<file path="config.mk">
export PLATFORM = sky130hd
export DESIGN_NAME = cascade_ctl_engine
export DESIGN_NICKNAME = d
export VERILOG_FILES = /design/src/rtl/ctlw_pkg.sv /design/src/rtl/ctlw_framer.sv /design/src/rtl/ctlw_lane.sv /design/src/rtl/ctlw_loadreg.sv /design/src/rtl/cascade_ctl_engine.sv
export SDC_FILE = /design/constraint.sdc
export NUM_CORES = 1
export LEC_CHECK = 0
export BUFFER_PORTS_ARGS = -buffer_cell sky130_fd_sc_hd__buf_2
export CAP_MARGIN = 15
export CORE_MARGIN = 4
export CORE_UTILIZATION = 50
export CTS_CLUSTER_SIZE = 12
export DETAILED_ROUTE_END_ITERATION = 10
export PLACE_DENSITY = 0.69
export SYNTH_ARGS = -nofsm -noshare
export SYNTH_HDL_FRONTEND = slang
export SYNTH_SLANG_ARGS = --single-unit
</file>
<file path="constraint.sdc">
create_clock -name sclk -period 4.6 [get_ports sclk]
set_input_delay 0.23 -clock sclk [delete_from_list [all_inputs] [get_ports sclk]]
set_output_delay 0.23 -clock sclk [all_outputs]
set_load 0.02 [all_outputs]
</file>
<file path="src/rtl/ctlw_pkg.sv">
package ctlw_pkg;
  localparam int FRAME_W = 6;
  localparam logic [FRAME_W-1:0] FRM_WR = 6'b011111;
  localparam logic [FRAME_W-1:0] FRM_RD = 6'b011110;

  typedef enum logic {
    KIND_WR = 1'b0,
    KIND_RD = 1'b1
  } word_kind_e;
endpackage

</file>
<file path="src/rtl/ctlw_framer.sv">
module ctlw_framer
  import ctlw_pkg::*;
#(
  parameter int ADDR_W = 6,
  parameter int PAY_W  = 12,
  localparam int POST_W = 2 * ADDR_W + PAY_W,
  localparam int IDX_W  = $clog2(POST_W)
) (
  input  logic             clk,
  input  logic             rst_n,
  input  logic             en_i,
  input  logic             si_i,
  output logic             row_stb_o,
  output logic             col_stb_o,
  output logic             last_o,
  output logic             match_o,
  output logic             rd_o,
  output logic             pay_phase_o,
  output logic [IDX_W-1:0] pay_idx_o
);
  localparam int HIST_W = (ADDR_W > FRAME_W) ? ADDR_W : FRAME_W;
  localparam logic [IDX_W-1:0] IDX_ROW  = IDX_W'(ADDR_W - 1);
  localparam logic [IDX_W-1:0] IDX_COL  = IDX_W'(2 * ADDR_W - 1);
  localparam logic [IDX_W-1:0] IDX_PAY  = IDX_W'(2 * ADDR_W);
  localparam logic [IDX_W-1:0] IDX_LAST = IDX_W'(POST_W - 1);

  logic [HIST_W-1:0] hist_q, hist_d, hist_sh;
  logic              inw_q, inw_d;
  logic [IDX_W-1:0]  idx_q, idx_d;
  word_kind_e        kind_q, kind_d;
  logic              rowz_q, rowz_d;
  logic              match_q, match_d;
  logic              frm_wr, frm_rd;

  assign hist_sh = {hist_q[HIST_W-2:0], si_i};
  assign frm_wr  = (hist_sh[FRAME_W-1:0] == FRM_WR);
  assign frm_rd  = (hist_sh[FRAME_W-1:0] == FRM_RD);

  // next-state
  always_comb begin
    hist_d  = hist_q;
    inw_d   = inw_q;
    idx_d   = idx_q;
    kind_d  = kind_q;
    rowz_d  = rowz_q;
    match_d = match_q;
    if (en_i) begin
      hist_d = hist_sh;
      if (inw_q) begin
        if (idx_q == IDX_ROW) rowz_d = (hist_sh[ADDR_W-1:0] == '0);
        if (idx_q == IDX_COL) match_d = rowz_q && (hist_sh[ADDR_W-1:0] == '0);
        if (idx_q == IDX_LAST) begin
          inw_d   = 1'b0;
          idx_d   = '0;
          kind_d  = KIND_WR;
          rowz_d  = 1'b0;
          match_d = 1'b0;
        end else begin
          idx_d = idx_q + 1'b1;
        end
      end else if (frm_wr || frm_rd) begin
        inw_d  = 1'b1;
        idx_d  = '0;
        kind_d = frm_rd ? KIND_RD : KIND_WR;
      end
    end
  end

  // registers
  always_ff @(posedge clk or negedge rst_n) begin
    if (!rst_n) begin
      hist_q  <= '0;
      inw_q   <= 1'b0;
      idx_q   <= '0;
      kind_q  <= KIND_WR;
      rowz_q  <= 1'b0;
      match_q <= 1'b0;
    end else begin
      hist_q  <= hist_d;
      inw_q   <= inw_d;
      idx_q   <= idx_d;
      kind_q  <= kind_d;
      rowz_q  <= rowz_d;
      match_q <= match_d;
    end
  end

  assign row_stb_o   = en_i && inw_q && (idx_q == IDX_ROW);
  assign col_stb_o   = en_i && inw_q && (idx_q == IDX_COL);
  assign last_o      = inw_q && (idx_q == IDX_LAST);
  assign match_o     = match_q;
  assign rd_o        = (kind_q == KIND_RD);
  assign pay_phase_o = inw_q && match_q && (idx_q >= IDX_PAY);
  assign pay_idx_o   = idx_q - IDX_PAY;

  // an accepted start pattern opens a word at index zero
  p_frame_enter_r1: assert property (@(posedge clk) disable iff (!rst_n)
    en_i && !inw_q && (frm_wr || frm_rd) |=> inw_q && (idx_q == '0));
  // the word closes right after its 24th post-frame bit
  p_word_len_r2: assert property (@(posedge clk) disable iff (!rst_n)
    en_i && inw_q && (idx_q == IDX_LAST) |=> !inw_q);
  // the bit index never runs past the word
  p_idx_bound_r2: assert property (@(posedge clk) disable iff (!rst_n)
    inw_q |-> (idx_q <= IDX_LAST));
  // an address match only exists inside a word
  p_match_in_word_r6: assert property (@(posedge clk) disable iff (!rst_n)
    match_q |-> inw_q);
endmodule

</file>
<file path="src/rtl/ctlw_lane.sv">
module ctlw_lane #(
  parameter int LAT    = 7,
  parameter int ADDR_W = 6
) (
  input  logic clk,
  input  logic rst_n,
  input  logic en_i,
  input  logic bit_i,
  input  logic dec_i,
  output logic so_o
);
  // LAT must exceed ADDR_W so a whole address field is still inside
  // the pipe when its last bit arrives.
  logic [LAT-1:0] pipe_q, pipe_d, sh;

  always_comb begin
    sh = {pipe_q[LAT-2:0], bit_i};
    if (dec_i) sh[ADDR_W-1:0] = sh[ADDR_W-1:0] - 1'b1;
    pipe_d = en_i ? sh : pipe_q;
  end

  always_ff @(posedge clk or negedge rst_n) begin
    if (!rst_n) pipe_q <= '0;
    else        pipe_q <= pipe_d;
  end

  assign so_o = pipe_q[LAT-1];
endmodule

</file>
<file path="src/rtl/ctlw_loadreg.sv">
module ctlw_loadreg #(
  parameter int PAY_W = 12
) (
  input  logic             clk,
  input  logic             rst_n,
  input  logic             en_i,
  input  logic             si_i,
  input  logic             cap_i,
  input  logic             done_i,
  output logic [PAY_W-1:0] ld_o,
  output logic             rdy_o
);
  logic [PAY_W-1:0] shd_q, shd_d, ld_q, ld_d;
  logic [1:0]       pend_q, pend_d;
  logic             rdy_q, rdy_d;

  always_comb begin
    shd_d  = cap_i ? {shd_q[PAY_W-2:0], si_i} : shd_q;
    pend_d = pend_q;
    rdy_d  = rdy_q;
    ld_d   = ld_q;
    if (en_i) begin
      pend_d = {pend_q[0], done_i};
      rdy_d  = pend_q[1];
      if (pend_q[1]) ld_d = shd_q;
    end
  end

  always_ff @(posedge clk or negedge rst_n) begin
    if (!rst_n) begin
      shd_q  <= '0;
      pend_q <= '0;
      rdy_q  <= 1'b0;
      ld_q   <= '0;
    end else begin
      shd_q  <= shd_d;
      pend_q <= pend_d;
      rdy_q  <= rdy_d;
      ld_q   <= ld_d;
    end
  end

  assign ld_o  = ld_q;
  assign rdy_o = rdy_q;

  // the load register never moves without the ready pulse
  p_ld_change_r7: assert property (@(posedge clk) disable iff (!rst_n)
    !$stable(ld_q) |-> rdy_q);
endmodule

</file>
<file path="src/rtl/cascade_ctl_engine.sv">
module cascade_ctl_engine #(
  parameter int ADDR_W = 6,
  parameter int CODE_W = 3,
  parameter int N_OUT  = 4,
  parameter int LAT    = 7
) (
  input  logic                    sclk,
  input  logic                    rst_n,
  input  logic                    mode_i,
  input  logic                    si,
  input  logic [CODE_W*N_OUT-1:0] cfg_i,
  output logic                    row_so,
  output logic                    row_sclk,
  output logic                    col_so,
  output logic                    col_sclk,
  output logic [CODE_W*N_OUT-1:0] ld_word,
  output logic                    ld_rdy
);
  localparam int PAY_W  = CODE_W * N_OUT;
  localparam int POST_W = 2 * ADDR_W + PAY_W;
  localparam int IDX_W  = $clog2(POST_W);
  localparam int N_PORT = 2;

  logic             en;
  logic             row_stb, col_stb, last, match, rd, pay_phase;
  logic [IDX_W-1:0] pay_idx;
  logic [PAY_W-1:0] cfg_sh;
  logic             ins_en, lane_in, cap, done;
  logic [N_PORT-1:0] dec_stb, lane_so;

  assign en = ~mode_i;

  ctlw_framer #(.ADDR_W(ADDR_W), .PAY_W(PAY_W)) u_frm (
    .clk(sclk), .rst_n(rst_n), .en_i(en), .si_i(si),
    .row_stb_o(row_stb), .col_stb_o(col_stb), .last_o(last),
    .match_o(match), .rd_o(rd), .pay_phase_o(pay_phase), .pay_idx_o(pay_idx)
  );

  // read-back: configuration replaces the code bits, MSB first
  assign cfg_sh  = cfg_i << pay_idx;
  assign ins_en  = pay_phase && rd;
  assign lane_in = ins_en ? cfg_sh[PAY_W-1] : si;

  assign cap  = en && pay_phase && !rd;
  assign done = en && last && match && !rd;

  // port 0 goes along the row (column field reduced),
  // port 1 goes down the column (row field reduced)
  assign dec_stb[0] = col_stb;
  assign dec_stb[1] = row_stb;

  for (genvar p = 0; p < N_PORT; p++) begin : g_lane
    ctlw_lane #(.LAT(LAT), .ADDR_W(ADDR_W)) u_lane (
      .clk(sclk), .rst_n(rst_n), .en_i(en), .bit_i(lane_in),
      .dec_i(dec_stb[p]), .so_o(lane_so[p])
    );
  end

  ctlw_loadreg #(.PAY_W(PAY_W)) u_ld (
    .clk(sclk), .rst_n(rst_n), .en_i(en), .si_i(si),
    .cap_i(cap), .done_i(done), .ld_o(ld_word), .rdy_o(ld_rdy)
  );

  assign row_so   = lane_so[0];
  assign col_so   = lane_so[1];
  assign row_sclk = sclk & en;
  assign col_sclk = sclk & en;

  // a frozen edge changes no output
  p_freeze_r9: assert property (@(posedge sclk) disable iff (!rst_n)
    mode_i |=> $stable(row_so) && $stable(col_so) && $stable(ld_word) && $stable(ld_rdy));
endmodule

</file>
# Word-level counts from Yosys, hierarchy flattened
# Cells that the tools add are included.
dict set report word_totals {
  reg_bits 55
  latch_bits 0
  mem_bits_rw 0
  mem_bits_ro 0
  output_inout_bits 17
  memories 0
}
dict set report op_classes {
  add_sub_neg 4
  mul 0
  div_mod_pow 0
  n_lt_le_gt_ge 1
  eq_ne 6
  shift 1
  mux 17
  bitwise_logic 2
  n_reduce_logical 24
}
# cell count
set ops {}
lappend ops {{5-bit two-way mux} 3}
lappend ops {{1-bit logical AND} 13}
lappend ops {{6-bit by 5-bit equality test with 1-bit output (second input constant)} 2}
lappend ops {{1-bit two-way mux} 12}
lappend ops {{6-bit two-way mux} 2}
lappend ops {{12-bit by 5-bit left shift with 12-bit output} 1}
lappend ops {{6-bit by 1-bit subtractor with 6-bit output (second input constant)} 2}
lappend ops {{3-bit AND reduction} 3}
lappend ops {{6-bit logical NOT} 1}
lappend ops {{2-bit nonzero test} 3}
lappend ops {{5-bit by 1-bit adder with 5-bit output (second input constant)} 1}
lappend ops {{5-bit by 3-bit equality test with 1-bit output (second input constant)} 1}
lappend ops {{5-bit by 4-bit equality test with 1-bit output (second input constant)} 1}
lappend ops {{5-bit equality test (second input constant)} 1}
lappend ops {{5-bit by 4-bit >= comparator with 1-bit output (second input constant)} 1}
lappend ops {{5-bit by 4-bit subtractor with 5-bit output (second input constant)} 1}
lappend ops {{2-bit AND reduction} 2}
lappend ops {{2-bit inequality test (second input constant)} 1}
lappend ops {{1-bit bitwise AND} 1}
lappend ops {{1-bit logical NOT} 1}
lappend ops {{1-bit logical OR} 1}
lappend ops {{1-bit inverter} 1}

# Depth between registers and ports, before layout
dict set report depth {
  depth_word 6
  mapped_depth 14
  mapped_depth_nobuf 12
}

# Modules after synthesis
# From an unflattened synthesis, not the netlist that was laid out.
dict set report hier_totals {
  cells_unflattened 241
  hier_area_um2 2798.9
}
# module instances cells_each area_per_inst_um2 seq_area_each_um2
set by_module_without_submodules {}
lappend by_module_without_submodules {ctlw_loadreg 1 58 1033.5 675.6}
lappend by_module_without_submodules {ctlw_framer 1 87 874.6 350.3}
lappend by_module_without_submodules {ctlw_lane 2 35 354.1 175.2}
lappend by_module_without_submodules {cascade_ctl_engine 1 26 182.7 0.0}

==> flow_metrics.env <==
export IMPL_min_path_cells=2
export IMPL_cp_start_kind="clock port"
export IMPL_hold_end="u_ld.shd_q[0]"
export IMPL_rrSetupSlack_ps=2070
export IMPL_rr_startpoint="u_frm.idx_q[0]"
export IMPL_r2r_end="g_lane[1].u_lane.pipe_q[4]"
export IMPL_initial_core_util=0.5132
export IMPL_cts_setup_buffers=0
export IMPL_area_growth_pct=17.18
export IMPL_maxCapViolations=0
export IMPL_finalSetupViolCount=0
export IMPL_gr_usage_all_layers=0.1627
export IMPL_place_gp_congestion=0.7568
export IMPL_cp_end_kind="output pin"
export IMPL_dpl_worst_slack_ps=1772
export IMPL_dp_cells=322
export IMPL_fp_dieH_microns=80.41
export IMPL_p_leak_nw=1.485
export IMPL_ys_ff_latch=55
export IMPL_synth_fa_ha_area_frac=0.03819
export IMPL_grt_max_degree=56
export IMPL_crit_arrival_ps=3470
export IMPL_dr_pass1_iters=4
export IMPL_synth_seq_area_share=0.5251
export IMPL_wl_met2_mm=2.200
export IMPL_path_max_fanout=2
export IMPL_hp_class="primary input to flip-flop"
export IMPL_antenna_found_initial=0
export IMPL_io_pins=33
export IMPL_synthesis_area_sq_um=2621
export IMPL_clk_latency_ps=400
export IMPL_relSlewSlack=0.2496
export IMPL_muxShareOfSynthArea=0.1671
export IMPL_highest_layer="met4"
export IMPL_antenna_cells=0
export IMPL_drt_iter0_markers=109
export IMPL_hp_start="si"
export IMPL_slew_violations=0
export IMPL_yosysUniqueCellTypes=38
export IMPL_outcome="finished clean"
export IMPL_row_count=26
export IMPL_cpMostUsedCell="clkbuf_8"
export IMPL_hold_ws_ps=165.4
export IMPL_peakVddDrop_v=0.0002918
export IMPL_synth_nets=252
export IMPL_grt_pass1_vias=1771
export IMPL_avgSynthCellArea_sq_um=11.50
export IMPL_dp_hpwl_mm=2.889
export IMPL_synth_xor_area_frac=0.02339
export IMPL_die_w_microns=80.41
export IMPL_finalClockSkew_ps=8.691
export IMPL_synth_compound_area_frac=0.08783
export IMPL_synth_top_family_by_area="multiplexers"
export IMPL_powerDensity_nw_per_um2=434.4
export IMPL_route_detailed_drc=0
export IMPL_tightest_slew_ps=1123
export IMPL_grt_pass1_wl_mm=7.783
export IMPL_dr_total_vias=1805
export IMPL_totalWireLength_mm=4.441
export IMPL_cts_clk_slew_worst_paths_ps=90
export IMPL_dieArea_sq_um=6465
export IMPL_port_buffers=32
export IMPL_wl_met3_microns=164
export IMPL_slowest_delay_ps=170
export IMPL_finalNonFillerCells=340
export IMPL_synth_cells=228
export IMPL_grt_overflow=0
export IMPL_fin_ws_ps=899.3
export IMPL_fill_cells=423
export IMPL_ant_nets=0
export IMPL_synth_simple_gate_area_frac=0.1265
export IMPL_final_net_count=293
export IMPL_avgViaCountPerCell=5.309
export IMPL_drive_gt1_frac=0.3259
export IMPL_routedWlPerCell_microns=13.06
export IMPL_critical_path_slowest_cell="clkbuf_8"
export IMPL_cts_tree="yes"
export IMPL_cp_cell_sequence="clkbuf_8 -> clkbuf_8 -> clkbuf_8 -> clkbuf_8 -> clkbuf_8 -> nor2b_1 -> clkbuf_8 -> clkbuf_8 -> buf_2"
export IMPL_core_area_sq_um=5107
export IMPL_wl_met1_mm=1.974
export IMPL_tns_ps=0
export IMPL_hold_viol_final=0
export IMPL_yosysWarnings=0
export IMPL_cp_required_ps=4370
export IMPL_finalPower_mw=1.334
export IMPL_critPathKind="clock port to output pin"
export IMPL_r2r_cells=11
export IMPL_grt_setup_unrepaired="false"
cell type report:
type                            instances  area (sq um)  share of cell area
Multi-Input combinational cell        154          1161              0.3780
Tap cell                               70         87.58             0.02851
Timing Repair Buffer                   33         175.2             0.05703
Sequential cell                        55          1376              0.4481
Inverter                                9         33.78             0.01100
Clock buffer                           18         230.2             0.07495
Clock inverter                          1         7.507            0.002444
synthesized netlist by cell type (all sizes together):
cell	instances	share of area
nand3	9	0.019
nor2	6	0.0086
mux2	32	0.14
dfrtp	55	0.53
o311ai	2	0.0067
nor4	1	0.0024
xnor2	3	0.010
and2	1	0.0024
o21a	2	0.0057
or4	1	0.0029
nand4	3	0.0072
ha	8	0.038
a21o	2	0.0057
nand2b	1	0.0024
buf	4	0.010
o21ai	23	0.044
o211ai	1	0.0029
xor2	4	0.013
and3	1	0.0024
nand2	23	0.033
o31ai	1	0.0029
clkbuf	6	0.0086
nor2b	7	0.017
a221o	1	0.0038
nor3b	1	0.0072
or3	5	0.012
mux2i	1	0.0038
inv	9	0.013
nor3	4	0.0076
nand3b	1	0.0029
a21oi	5	0.0095
o41ai	2	0.0067
mux4	3	0.026
cell families (layout without fill, tap and decap cells):
logic type	Yosys count	count (layout)
compound gates	39	39
xor+xnor	7	7
buf+inv	19	61
simple gates	64	64
fa+ha+maj	8	8
mux	36	36
flops	55	55
placed cells by master (no fill, tap or decap), types with 2 or more instances in the layout:
master / n
buf_4: 2
o311ai_1: 2
nand2_1: 23
xor2_1: 4
mux2_2: 32
buf_2: 32
nand3_1: 8
a21o_1: 2
o41ai_1: 2
o21a_1: 2
ha_1: 8
o21ai_1: 2
nand4_1: 3
dfrtp_1: 55
xnor2_1: 3
a21oi_1: 5
nor3_1: 4
clkbuf_8: 16
or3_1: 5
inv_1: 9
nor2b_1: 7
o21ai_0: 21
nor2_1: 6
mux4_2: 3
power by group:
part,internal (mW),switching [mW],leakage (nW),total (mW)
combinational,0.120,0.119,0.629,0.239
clock,0.286,0.196,0.126,0.482
sequential,0.536,0.0769,0.729,0.613
total,0.943,0.392,1.49,1.33
flip-flops by register name (all words and copies together) (netlist names), 2 cells and up:
register              flops
g_lane.u_lane.pipe_q     14
u_frm.hist_q              5
u_frm.idx_q               5
u_ld.ld_o                12
u_ld.pend_q               2
u_ld.shd_q               12
metal layers:
layer	GRT usage	vias up
met5	0	-
met4	0.1216	0
met3	0.05157	10
met2	0.2483	33
met1	0.1902	878
li1	-	884
worst max-delay path: cells and delay by family:
family                 cells  cell delay (ps)
buffers and inverters      8             1040
AND/OR/NAND/NOR            1              130
worst max-delay path by stage:
stage,startpoint,end,cells past startpoint
floorplan,sclk,row_sclk,2
global placement,sclk,col_sclk,2
global route,sclk,row_sclk,9
finish,sclk,row_sclk,9
detailed placement,sclk,col_sclk,2
CTS,sclk,row_sclk,9
through the flow:
stage,area (sq um),util
after floorplan,2621,-
after global placement,2834,0.5549
after detailed placement,2834,0.5549
after CTS,3072,0.6014
after global routing,3072,0.6014
final,3072,0.6014
repair_timing:
action | 4_1_cts | 5_1_grt
resized for setup | 0 | 0
hold buffers | 1 | 0
hold endpoints to repair | 55 | 0
No activity file was read; power rests on OpenSTA's default activity.
